==> src/rtl/wpc_pkg.sv <==
package wpc_pkg;

    localparam logic [7:0] OP_FLASH_RD = 8'h20;
    localparam logic [7:0] OP_FLASH_WR = 8'h60;
    localparam logic [7:0] OP_EE_RD    = 8'hA0;
    localparam logic [7:0] OP_EE_WR    = 8'hC0;
    localparam int         HI_BIT      = 3;

    typedef enum logic [2:0] {
        ST_IDLE,
        ST_SEND_WR,
        ST_WAIT_WR,
        ST_DELAY,
        ST_SEND_RD,
        ST_WAIT_RD
    } wpc_state_t;

    typedef struct packed {
        logic        eeprom;
        logic        hi;
        logic [15:0] addr;
        logic [7:0]  data;
        logic        polled;
    } wr_req_t;

    typedef struct packed {
        logic [7:0] op;
        logic [7:0] addr_hi;
        logic [7:0] addr_lo;
        logic [7:0] data;
    } frame_t;

    function automatic logic [7:0] rd_opcode(input logic eeprom, input logic hi);
        logic [7:0] op;
        op = eeprom ? OP_EE_RD : OP_FLASH_RD;
        if (!eeprom) op[HI_BIT] = hi;
        return op;
    endfunction

    function automatic logic [7:0] wr_opcode(input logic eeprom, input logic hi);
        logic [7:0] op;
        op = eeprom ? OP_EE_WR : OP_FLASH_WR;
        if (!eeprom) op[HI_BIT] = hi;
        return op;
    endfunction

endpackage

==> src/rtl/wpc_frame_build.sv <==
module wpc_frame_build
    import wpc_pkg::*;
(
    input  wr_req_t req,
    input  logic    is_read,
    output frame_t  frame
);
    always_comb begin
        frame.op      = is_read ? rd_opcode(req.eeprom, req.hi)
                                : wr_opcode(req.eeprom, req.hi);
        frame.addr_hi = req.addr[15:8];
        frame.addr_lo = req.addr[7:0];
        frame.data    = is_read ? 8'h00 : req.data;
    end
endmodule

==> src/rtl/wpc_counter.sv <==
module wpc_counter #(
    parameter int LIMIT = 4
) (
    input  logic clk,
    input  logic rst,
    input  logic clr,
    input  logic inc,
    output logic last
);
    localparam int CW = $clog2(LIMIT + 1);

    logic [CW-1:0] cnt_q;

    always_ff @(posedge clk) begin
        if (rst || clr) begin
            cnt_q <= '0;
        end else if (inc) begin
            cnt_q <= cnt_q + 1'b1;
        end
    end

    assign last = (cnt_q == CW'(LIMIT - 1));
endmodule

==> src/rtl/write_poll_ctrl.sv <==
module write_poll_ctrl
    import wpc_pkg::*;
#(
    parameter int         DELAY_CYC = 40000,
    parameter int         MAX_POLLS = 64,
    parameter logic [7:0] SENTINEL  = 8'hFF
) (
    input  logic        clk,
    input  logic        rst,
    input  logic        req_valid,
    input  logic        req_eeprom,
    input  logic        req_hi,
    input  logic [15:0] req_addr,
    input  logic [7:0]  req_data,
    input  logic        req_polled,
    output logic        ready,
    output logic        done,
    output logic        err,
    output logic        frm_valid,
    output logic [31:0] frm_word,
    input  logic        frm_ready,
    input  logic        rsp_valid,
    input  logic [7:0]  rsp_byte
);
    wpc_state_t state_q;
    wr_req_t    req_q;
    frame_t     frame;
    logic       use_poll;
    logic       wr_rsp, rd_rsp;
    logic       dly_last, poll_last;

    assign use_poll = req_q.polled && (req_q.data != SENTINEL);
    assign wr_rsp   = (state_q == ST_WAIT_WR) && rsp_valid;
    assign rd_rsp   = (state_q == ST_WAIT_RD) && rsp_valid;

    wpc_frame_build u_build (
        .req     (req_q),
        .is_read (state_q == ST_SEND_RD),
        .frame   (frame)
    );

    wpc_counter #(.LIMIT(DELAY_CYC)) u_delay (
        .clk  (clk),
        .rst  (rst),
        .clr  (wr_rsp),
        .inc  (state_q == ST_DELAY),
        .last (dly_last)
    );

    wpc_counter #(.LIMIT(MAX_POLLS)) u_polls (
        .clk  (clk),
        .rst  (rst),
        .clr  (wr_rsp),
        .inc  (rd_rsp),
        .last (poll_last)
    );

    always_ff @(posedge clk) begin
        if (rst) begin
            state_q <= ST_IDLE;
            req_q   <= '0;
            done    <= 1'b0;
            err     <= 1'b0;
        end else begin
            done <= 1'b0;
            err  <= 1'b0;
            case (state_q)
                ST_IDLE: begin
                    if (req_valid) begin
                        req_q   <= '{eeprom: req_eeprom, hi: req_hi, addr: req_addr,
                                     data: req_data, polled: req_polled};
                        state_q <= ST_SEND_WR;
                    end
                end
                ST_SEND_WR: if (frm_ready) state_q <= ST_WAIT_WR;
                ST_WAIT_WR: begin
                    if (rsp_valid) state_q <= use_poll ? ST_SEND_RD : ST_DELAY;
                end
                ST_DELAY: begin
                    if (dly_last) begin
                        state_q <= ST_IDLE;
                        done    <= 1'b1;
                    end
                end
                ST_SEND_RD: if (frm_ready) state_q <= ST_WAIT_RD;
                ST_WAIT_RD: begin
                    if (rsp_valid) begin
                        if (rsp_byte == req_q.data) begin
                            state_q <= ST_IDLE;
                            done    <= 1'b1;
                        end else if (poll_last) begin
                            state_q <= ST_IDLE;
                            done    <= 1'b1;
                            err     <= 1'b1;
                        end else begin
                            state_q <= ST_SEND_RD;
                        end
                    end
                end
                default: state_q <= ST_IDLE;
            endcase
        end
    end

    assign ready     = (state_q == ST_IDLE);
    assign frm_valid = (state_q == ST_SEND_WR) || (state_q == ST_SEND_RD);
    assign frm_word  = frame;
endmodule

==> config.mk <==
export PLATFORM = sky130hd
export DESIGN_NAME = write_poll_ctrl
export DESIGN_NICKNAME = d
export VERILOG_FILES = /design/src/rtl/wpc_pkg.sv /design/src/rtl/wpc_frame_build.sv /design/src/rtl/wpc_counter.sv /design/src/rtl/write_poll_ctrl.sv
export SDC_FILE = /design/constraint.sdc
export NUM_CORES = 1
export LEC_CHECK = 0
export BUFFER_PORTS_ARGS = -buffer_cell sky130_fd_sc_hd__clkbuf_2
export CAP_MARGIN = 20
export CORE_UTILIZATION = 46
export CTS_CLUSTER_DIAMETER = 50
export DETAILED_ROUTE_END_ITERATION = 8
export GPL_ROUTABILITY_DRIVEN = 0
export PLACE_DENSITY = 0.77
export SLEW_MARGIN = 0
export SYNTH_ARGS = -nofsm -noshare
export SYNTH_HDL_FRONTEND = slang
export SYNTH_SLANG_ARGS = --single-unit
==> constraint.sdc <==
create_clock -name clk -period 1.9 [get_ports clk]
set_input_delay 0.19 -clock clk [delete_from_list [all_inputs] [get_ports clk]]
set_output_delay 0.19 -clock clk [all_outputs]
set_load 0.05 [all_outputs]
==> results.py <==
metrics = {
    "clock_tree": {
        "htree_levels": 2,
        "clk_pin_slew_ns": 0.10,
        "cts.path.max_buffers": 2,
        "cts_tree": "done",
        "cts_buffers": 5,
        "cts_sinks": 55,
        "root_buffer": "clkbuf_8",
        "clk_latency_ns": 0.31,
    },
    "floorplanning": {
        "ios": 76,
        "dieHeight_um": 79.0,
        "initial_core_util_pct": 48.6,
        "core_area_sq_um": 5610,
        "dieArea_sq_um": 6230,
        "row_count": 27,
        "die_w_um": 79.0,
    },
    "logic_synthesis": {
        "yosysUniqueCellTypes": 43,
        "synth-xor-area-share_pct": 7.72,
        "synthSimpleGateAreaFrac_pct": 28.2,
        "synth_seq_cells": 55,
        "synth_top_family_by_area": "simple AND/OR/NAND/NOR gates",
        "synthAdderAreaFrac_pct": 0.919,
        "synthCells": 340,
        "avgSynthCellArea_sq_um": 8.01,
        "netlist_area_sq_um": 2720,
        "synth_largest_area_cell": "dfxtp_1",
        "synth_compound_area_share_pct": 12.4,
        "ys_top_cells_by_area": "dfxtp_1 (40%), nand2_1 (9.2%), a21oi_1 (7.0%), buf_4 (5.8%), xnor2_1 (5.5%)",
        "yosys_warnings": 0,
        "synthMuxAreaShare_pct": 1.19,
        "synth_top_area_share_pct": 40.4,
        "synth-seq-area-share_pct": 40.4,
    },
    "pwr": {
        "ir_drop_mv": 0.761,
        "power_frac_clock_pct": 21.2,
        "p_comb_share_pct": 45.3,
        "power.share.sequential_pct": 33.5,
        "p_int_mw": 2.45,
        "p_per_area_nw_per_um2": 1330,
        "swShare_pct": 42.5,
        "p_switching_mw": 1.81,
        "leakage_nw": 1.29,
        "power_mw": 4.26,
    },
    "sta": {
        "post-route-min-period_ns": 1.77,
        "final_max_slew_viol_count": 0,
        "setup_tns_ns": 0,
        "final-hold-violation-count": 0,
        "min_period_over_period_pct": 93.1,
        "fin_skew_ns": 0.00674,
        "rsz0062_at_grt": "no",
        "timing.fmax_mhz": 565,
        "setup_viol": 0,
    },
    "route": {
        "wl_met3_um": 383,
        "postRouteAntennaNets": 0,
        "drt_iter0_markers": 57,
        "drc": 0,
        "totalWireLength_um": 5820,
        "vias": 2381,
        "m1WireLength_um": 2680,
        "drtPass1Iterations": 4,
        "avgViaCountPerCell": 5.14,
        "top_layer": "met4",
        "wl_per_cell_um": 12.6,
        "route.met2.wl_um": 2700,
    },
    "critical_path": {
        "critPathArrivalTime_ns": 1.58,
        "cp.required_ns": 1.71,
        "critical_path_class": "flop to output port",
        "timing.critical_path.fanout_max": 15,
        "worstSetupStartpointType": "flop",
        "end_kind": "output port",
    },
    "grt": {
        "grtUsageTotal_pct": 20.5,
        "grt_pass1_wl_um": 10100,
        "grt_max_degree": 28,
        "overflow": 0,
        "antenna_found_initial": 0,
        "grt_pass1_vias": 2257,
    },
    "layout": {
        "areaGrowthSynthToFinish_pct": 17.5,
        "layout-drive-gt1-share_pct": 25.1,
        "fin_nets": 432,
        "fin_area_sq_um": 3200,
        "diodes": 0,
    },
    "placed_design": {
        "placed_cell_area_sq_um": 3030,
        "dp_hpwl_um": 4280,
        "port-buffer-count": 71,
    },
    "worst_hold_path": {
        "holdCritPathClass": "input pin to flop",
    },
    "job": {
        "max_cap_viol_count": 0,
    },
    "run_status": {
        "status": "finished, final reports clean",
    },
}
cell usage in the layout, fill, tap and decap left out, types with 2 or more instances in the layout:
master     instances
and2_1             9
conb_1             4
dfxtp_1           53
or3_1              6
nor3_1             4
clkbuf_2          63
nand3_1            6
xor2_1             7
nor4_1             4
a21oi_1           38
o22ai_1            2
bufinv_16          2
xnor2_1           17
nand4_1           13
clkbuf_8           5
and3_1             3
nor2_1            19
nand2_1           67
buf_6              2
buf_4              4
o21ai_0            9
mux2_2             2
a211oi_1           2
and4b_1            2
or4_4              2
or2_2              2
inv_1              4
dfxtp_2            2
nand2b_1           3
nor4bb_1           3
o211ai_1           3
nor2b_1            2
ha_1               2
clkbuf_4           8
state kept, by name, indices dropped and copies added (netlist names):
| signal | count |
|---|---|
| u_polls.cnt_q | 7 |
| state_q | 3 |
| u_delay.cnt_q | 16 |
| err | 1 |
| req_q | 27 |
| done | 1 |
final cells by class:
| class | count | area, sq um |
|---|---|---|
| Tap cell | 72 | 90.1 |
| Clock inverter | 2 | 60.1 |
| Clock buffer | 6 | 72.6 |
| Fill cell | 536 | 2410 |
| Timing Repair Buffer | 78 | 448 |
| Multi-Input combinational cell | 245 | 1410 |
| Sequential cell | 55 | 1100 |
| Inverter | 5 | 21.3 |
critical path, stage by stage (launching register included):
cell and delay [ns]:
dfxtp_2 0.35, buf_6 0.15, nor2_2 0.17, and2_4 0.18
inv_4 0.06, and2_1 0.15, clkbuf_4 0.21
cell usage after synthesis (all sizes together):
| cell type | n |
|---|---|
| nand2 | 67 |
| dfxtp | 55 |
| a21oi | 38 |
| buf | 26 |
| nor2 | 20 |
| xnor2 | 17 |
| nand4 | 13 |
| clkbuf | 12 |
| and2 | 10 |
| o21ai | 9 |
| xor2 | 7 |
| nand3 | 6 |
| or3 | 6 |
| inv | 5 |
| nor3 | 5 |
| nor4 | 4 |
| and3 | 3 |
| nand2b | 3 |
| nor4bb | 3 |
| o211ai | 3 |
| a211oi | 2 |
| and4b | 2 |
| ha | 2 |
| mux2 | 2 |
| nor2b | 2 |
| o22ai | 2 |
| or2 | 2 |
| or4 | 2 |
| a21o | 1 |
| a221o | 1 |
| and3b | 1 |
| conb | 1 |
| mux2i | 1 |
| nand3b | 1 |
| nor3b | 1 |
| nor4b | 1 |
| o21a | 1 |
| o22a | 1 |
| o2bb2a | 1 |
| o2bb2ai | 1 |
kinds of logic after synthesis:
group | after synthesis
other | 1
buffers and inverters | 43
AOI/OAI and AO/OA | 60
adders and majority gates | 2
xor gates and xnor gates | 24
DFF | 55
and+or+nand+nor | 152
muxes | 3
per-stage QoR:
step                      hold WS, ns  setup WS, ns  utilization, %  std cells
after CTS                      0.0845        0.0289            56.9        463
after global placement          0.412         0.247            54.0        455
after global routing           0.0780        0.0476            57.1        463
after detailed placement        0.419         0.190            54.0        455
final                          0.0866         0.131            57.1        463
after floorplan                 0.326        0.0146               -        343
power by group through the flow:
| stage | Sequential (mW) | Combinational [mW] | Clock (mW) |
|---|---|---|---|
| 2_1_floorplan | 1.43 | 1.56 | 0 |
| 3_3_place_gp | 1.44 | 1.85 | 0 |
| 3_5_place_dp | 1.45 | 1.88 | 0 |
| 4_1_cts | 1.43 | 1.92 | 0.915 |
| 5_1_grt | 1.45 | 2.08 | 0.982 |
| 6_report | 1.43 | 1.93 | 0.904 |
layer usage:
metal | GRT usage (%) | vias to the layer above
li1 | - | 1229
met1 | 25.4 | 1086
met2 | 33.7 | 61
met3 | 7.36 | 5
met4 | 5.64 | 0
met5 | 0 | -
what timing repair did:
action,4_1_cts,5_1_grt
endpoints found under the setup margin,9,8
cloned,0,0
setup buffers,0,0
resized for setup,11,4
hold buffers,0,0
worst paths after layout:
check | start | to | slack, ns | cells after the start
setup / recovery | state_q[0] | frm_word[5] | 0.13 | 6
hold / removal | req_addr[15] | req_q[24] | 0.09 | 3
setup reg to reg | u_delay.cnt_q[3] | u_delay.cnt_q[15] | 0.16 | 4
hold reg to reg | req_q[11] | req_q[11] | 0.46 | 2
No activity file was read; power rests on OpenSTA's default activity.
